**config.mk**
```make
export PLATFORM = sky130hd
export DESIGN_NAME = cf_monitor
export DESIGN_NICKNAME = d
export VERILOG_FILES = /design/src/rtl/cf_monitor.sv
export SDC_FILE = /design/constraint.sdc
export NUM_CORES = 2
export LEC_CHECK = 0
export ABC_AREA = 1
export BUFFER_PORTS_ARGS = -buffer_cell sky130_fd_sc_hd__buf_2
export CAP_MARGIN = 30
export CORE_ASPECT_RATIO = 1.4
export CORE_MARGIN = 2
export CORE_UTILIZATION = 46
export CTS_BUF_LIST = sky130_fd_sc_hd__clkbuf_4 sky130_fd_sc_hd__clkbuf_8
export CTS_CLUSTER_SIZE = 40
export DETAILED_ROUTE_END_ITERATION = 6
export PLACE_DENSITY_LB_ADDON = 0.3
export SYNTH_ARGS = -nofsm -noshare
export SYNTH_HDL_FRONTEND = slang
export SYNTH_SLANG_ARGS = --single-unit
```
**constraint.sdc**
```tcl
create_clock -name clk -period 10.39 [get_ports clk]
set_input_delay 1.039 -clock clk [delete_from_list [all_inputs] [get_ports clk]]
set_output_delay 1.039 -clock clk [all_outputs]
set_load 0.02 [all_outputs]
```
**src/rtl/cf_monitor.sv**
```systemverilog
module cf_monitor #(
  parameter int AW = 32,
  parameter int CW = 8,
  parameter int NBLK = 8,
  parameter int SS_DEPTH = 16,
  localparam int IDX_W = $clog2(NBLK),
  localparam int SP_W = $clog2(SS_DEPTH + 1),
  localparam int SI_W = $clog2(SS_DEPTH)
) (
  input  logic             clk,
  input  logic             rst_n,
  input  logic             meta_we,
  input  logic [IDX_W-1:0] meta_idx,
  input  logic [AW-1:0]    meta_start,
  input  logic [CW-1:0]    meta_count,
  input  logic [AW-1:0]    meta_taken,
  input  logic [AW-1:0]    meta_fall,
  input  logic [31:0]      meta_hash,
  input  logic             ret_valid,
  input  logic [AW-1:0]    ret_pc,
  input  logic [31:0]      ret_insn,
  input  logic [2:0]       ret_kind,
  input  logic [AW-1:0]    ret_target,
  output logic             alarm,
  output logic [2:0]       alarm_cause
);
  localparam logic [SP_W-1:0] SP_FULL = SP_W'(SS_DEPTH);

  logic [AW-1:0] t_start [NBLK];
  logic [AW-1:0] t_taken [NBLK];
  logic [AW-1:0] t_fall  [NBLK];
  logic [CW-1:0] t_cnt   [NBLK];
  logic [31:0]   t_hash  [NBLK];
  logic [NBLK-1:0] t_vld;

  logic [AW-1:0] ss [SS_DEPTH];
  logic [SP_W-1:0] sp;

  logic in_blk;
  logic [IDX_W-1:0] cur_idx;
  logic [CW-1:0] cnt;
  logic [31:0] hsh;

  logic hit;
  logic [IDX_W-1:0] hit_idx;
  always_comb begin
    hit = 1'b0;
    hit_idx = '0;
    for (int i = 0; i < NBLK; i++)
      if (t_vld[i] && t_start[i] == ret_pc) begin
        hit = 1'b1;
        hit_idx = IDX_W'(i);
      end
  end

  logic [IDX_W-1:0] idx;
  logic [CW-1:0] cnt_n;
  logic [31:0] h_base, h_n;
  logic xfer, is_call, is_ret;
  logic [SP_W-1:0] sp_m1;
  logic e_miss, e_stk, e_cnt, e_tgt, e_hash;
  logic [2:0] cause_n;

  assign idx     = in_blk ? cur_idx : hit_idx;
  assign cnt_n   = (in_blk ? cnt : '0) + CW'(1);
  assign h_base  = in_blk ? hsh : 32'h0;
  assign h_n     = {h_base[26:0], h_base[31:27]} ^ ret_insn;
  assign xfer    = ret_kind != 3'd0;
  assign is_call = ret_kind == 3'd3;
  assign is_ret  = ret_kind == 3'd4;
  assign sp_m1   = sp - SP_W'(1);

  assign e_miss = !in_blk && !hit;
  assign e_cnt  = xfer ? (cnt_n != t_cnt[idx]) : (cnt_n >= t_cnt[idx]);
  assign e_hash = xfer && (h_n != t_hash[idx]);
  assign e_stk  = (is_call && sp == SP_FULL) ||
                  (is_ret && (sp == '0 || ss[sp_m1[SI_W-1:0]] != ret_target));

  always_comb begin
    case (ret_kind)
      3'd1:      e_tgt = ret_target != t_taken[idx] && ret_target != t_fall[idx];
      3'd2, 3'd3: e_tgt = ret_target != t_taken[idx];
      default:   e_tgt = 1'b0;
    endcase
  end

  always_comb begin
    if (e_miss)      cause_n = 3'd5;
    else if (e_stk)  cause_n = 3'd3;
    else if (e_cnt)  cause_n = 3'd2;
    else if (e_tgt)  cause_n = 3'd1;
    else if (e_hash) cause_n = 3'd4;
    else             cause_n = 3'd0;
  end

  always_ff @(posedge clk) begin
    if (meta_we) begin
      t_start[meta_idx] <= meta_start;
      t_taken[meta_idx] <= meta_taken;
      t_fall[meta_idx]  <= meta_fall;
      t_cnt[meta_idx]   <= meta_count;
      t_hash[meta_idx]  <= meta_hash;
    end
    if (ret_valid && !alarm && cause_n == 3'd0 && is_call)
      ss[sp[SI_W-1:0]] <= ret_pc + AW'(4);
  end

  always_ff @(posedge clk) begin
    if (!rst_n) begin
      t_vld <= '0;
    end else if (meta_we) begin
      t_vld[meta_idx] <= 1'b1;
    end
  end

  always_ff @(posedge clk) begin
    if (!rst_n) begin
      alarm <= 1'b0;
      alarm_cause <= 3'd0;
      in_blk <= 1'b0;
      cur_idx <= '0;
      cnt <= '0;
      hsh <= '0;
      sp <= '0;
    end else if (ret_valid && !alarm) begin
      if (cause_n != 3'd0) begin
        alarm <= 1'b1;
        alarm_cause <= cause_n;
      end else begin
        in_blk <= !xfer;
        cur_idx <= idx;
        cnt <= cnt_n;
        hsh <= h_n;
        if (is_call) sp <= sp + SP_W'(1);
        else if (is_ret) sp <= sp_m1;
      end
    end
  end

  AST_ALARM_STICKY: assert property (@(posedge clk) disable iff (!rst_n) alarm |=> alarm);
  AST_CAUSE_FROZEN: assert property (@(posedge clk) disable iff (!rst_n) alarm |=> $stable(alarm_cause));
  AST_IDLE_QUIET: assert property (@(posedge clk) disable iff (!rst_n) (!ret_valid && !alarm) |=> !alarm);
  AST_SP_RANGE: assert property (@(posedge clk) disable iff (!rst_n) sp <= SP_FULL);
  AST_CNT_BOUND: assert property (@(posedge clk) disable iff (!rst_n) (in_blk && !alarm) |-> cnt < t_cnt[cur_idx]);
  AST_CAUSE_LEGAL: assert property (@(posedge clk) disable iff (!rst_n) alarm |-> (alarm_cause != 3'd0 && alarm_cause <= 3'd5));
endmodule

```
==> impl_metrics.json <==
{
  "first_pass_iters": 6,
  "max_cap_violations": 0,
  "io_buffer_count": 245,
  "hold_ws_ns": 0.311,
  "cp_common_cell": "nand2_1",
  "start_util_pct": 46.3,
  "synth_edf_count": 1600,
  "synth_seq_cells": 1661,
  "antenna_left": 0,
  "placementRows": 170,
  "worstPathArrival_ns": 9.03,
  "cts_max_level": 4,
  "area_delta_synth_final_pct": 12.0,
  "worst_pin_slew_ns": 1.06,
  "cts_resized": 0,
  "synth_cells": 6245,
  "routed-via-count": 49000,
  "cts_tree": "yes",
  "grt_pass1_vias": 47200,
  "async_reset_ff_share_pct": 0,
  "ys.flop_type": "edfxtp_1",
  "critPathKind": "input pin to flip-flop",
  "fin_crit_sh_pct": 80.9,
  "drcViolationCount": 0,
  "fmax_ghz": 0.119,
  "insertion_delay_ns": 0.99,
  "vias_per_cell": 5.58,
  "postCtsSetupBuffers": 0,
  "crit_fanout": 108,
  "stdcell_count": 8784,
  "drt_wl_total_microns": 210000,
  "rsz0062_at_grt": "no",
  "ys_seq_area_share_pct": 69.4,
  "timing.rr.end": "ss[8][18]",
  "cts.sinks": 1661,
  "mappedNetlistArea_sq_um": 71000,
  "tns_ns": 0,
  "final_cell_area_sq_um": 79500,
  "dpl_cell_area_sq_um": 74700,
  "min_period_ns": 8.41,
  "relSlewSlack_pct": 29.3,
  "total_power_mw": 13.2,
  "leakagePower_nw": 30.2,
  "grt_overflow": 0,
  "cp_slowest_stage_delay_ns": 0.88,
  "layout-drive-gt1-share_pct": 12.3,
  "r2r_cells": 37,
  "synth_fp_nets": 6502,
  "cts-root-buf": "clkbuf_8",
  "hold_end": "t_fall[5][1]",
  "p_per_area_nw_per_um2": 167,
  "min_path_cells": 1,
  "die_w_microns": 336,
  "start_kind": "input pin",
  "hold_path.class": "input pin to flip-flop",
  "status": "finished, final reports clean",
  "layout.nets": 6763,
  "rrSetupSlack_ns": 2.03,
  "core-area_sq_um": 153000,
  "dp_cells": 8329,
  "required_ns": 11.01,
  "hpwl_microns": 133000,
  "ir_drop_mv": 0.130,
  "setup_viol": 0,
  "grt_pass1_wl_microns": 306000,
  "antenna_found_initial": 53,
  "cts_buffer_depth": 3,
  "routabilityCongestion": 0.952,
  "yosysWarnings": 0,
  "grt_use_total_pct": 26.5,
  "dieHeight_microns": 469,
  "clk_pin_slew_worst_paths_ns": 0.07,
  "cp-end-kind": "flip-flop",
  "dieArea_sq_um": 158000,
  "hold_start": "meta_fall[1]",
  "routedWlPerCell_microns": 23.9,
  "avgSynthCellArea_sq_um": 11.4,
  "r2r_start": "t_start[2][31]",
  "grt_max_degree": 168,
  "clock-skew-final_ns": 0.0922,
  "ios": 246,
  "final_max_slew_viol_count": 0,
  "critPathSlowestCell": "buf_4",
  "cts_buffers": 236,
  "ctsHoldBuffers": 0,
  "hold_viol": 0,
  "drtIter0Drc": 5632,
  "synth_top_area_cell": "edfxtp_1",
  "yosys.area.top_type_share_pct": 67.7,
  "synth_cell_type_count": 57,
  "ys_top_cells_by_area": "edfxtp_1 68%, nand2_1 7.8%, inv_1 2.9%"
}
## cells in the mapped netlist (all sizes together), types with 66 or more instances
library cell and instances:
o21ai 389, nand2 1488, a221oi 91, xor2 106, o211ai 66, buf 195
edfxtp 1600, inv 587, a21oi 403, nand3 317, clkbuf 136, nand3b 66
nor2 401
## per-layer routing
metal | GRT usage, % | wire length, microns | up-vias
met2 | 43.8 | 101000 | 2307
met4 | 12.9 | 10300 | 62
met3 | 5.01 | 17500 | 522
met1 | 33.5 | 80800 | 23800
met5 | 0 | 393 | -
li1 | - | - | 22300
## how the worst max path moves through the flow
stage / slack, ns / end / from
2_1_floorplan: 2.82 / t_cnt[4][0] / meta_idx[2]
3_3_place_gp: 1.19 / ss[1][13] / ret_pc[0]
3_5_place_dp: 1.01 / ss[9][9] / ret_pc[0]
4_1_cts: 2.08 / ss[9][10] / ret_pc[0]
5_1_grt: 1.36 / ss[8][18] / ret_pc[0]
6_report: 1.98 / ss[8][18] / ret_pc[0]
## placed cells by master, fill, tap and decap left out, types with 81 or more instances in the layout
master    synthesis  routed
buf_2           146     249
o21ai_0         217     217
clkbuf_8          0     244
inv_1           552     552
buf_4            10      81
o21ai_1         172     172
edfxtp_1       1600    1600
nand3_1         317     317
nand2_1        1484    1482
a21oi_1         403     402
xor2_1          106      92
nor2_1          398     374
a221oi_1         91      91
## registers in the layout, summed over array words and instances (netlist names)
register,flops
cur_idx,3
t_taken,256
cnt,8
t_vld,8
t_cnt,64
t_start,256
in_blk,1
t_hash,256
t_fall,256
ss,512
alarm_cause,3
hsh,32
sp,5
alarm,1
## cell type report
cell class / count / area [sq um]
flip-flops and latches: 1661 / 49300
clock inverters: 123 / 850
fillers: 13200 / 73800
well taps: 2064 / 2580
inverters: 590 / 2230
clock buffers: 308 / 3840
multi-input cells: 3663 / 18400
repair buffers: 354 / 2340
diodes: 21 / 52.6
## where the power goes
group	total [mW]	internal, mW	leakage [nW]	switching, mW
sequential	7.54	7.49	15.0	0.0442
clock	5.14	2.64	2.46	2.50
combinational	0.567	0.149	12.8	0.418
## metrics by stage
stage | util [%] | setup WS (ns)
4_1_cts | 51.8 | 2.08
6_report | 51.9 | 1.98
3_3_place_gp | 48.5 | 1.19
2_1_floorplan | - | 2.82
3_5_place_dp | 48.7 | 1.01
5_1_grt | 51.8 | 1.36
## logic make-up after synthesis
logic type               count (synthesis)  synth area share, %
AND/OR/NAND/NOR                       2402                 14.1
flip-flops                            1661                 69.4
adder cells (fa/ha/maj)                 15                0.264
XOR/XNOR                               167                 2.06
AO/OA/AOI/OAI                         1079                 8.91
buffers and inverters                  921                 5.25
## worst max-delay path: cells and delay by family
family                    cells  cell delay [ns]
and+or+nand+nor              28             4.55
buffers and inverters         7             2.83
AOI/OAI and AO/OA             2             0.30
xor gates and xnor gates      1             0.15
No activity file was read; power rests on OpenSTA's default activity.
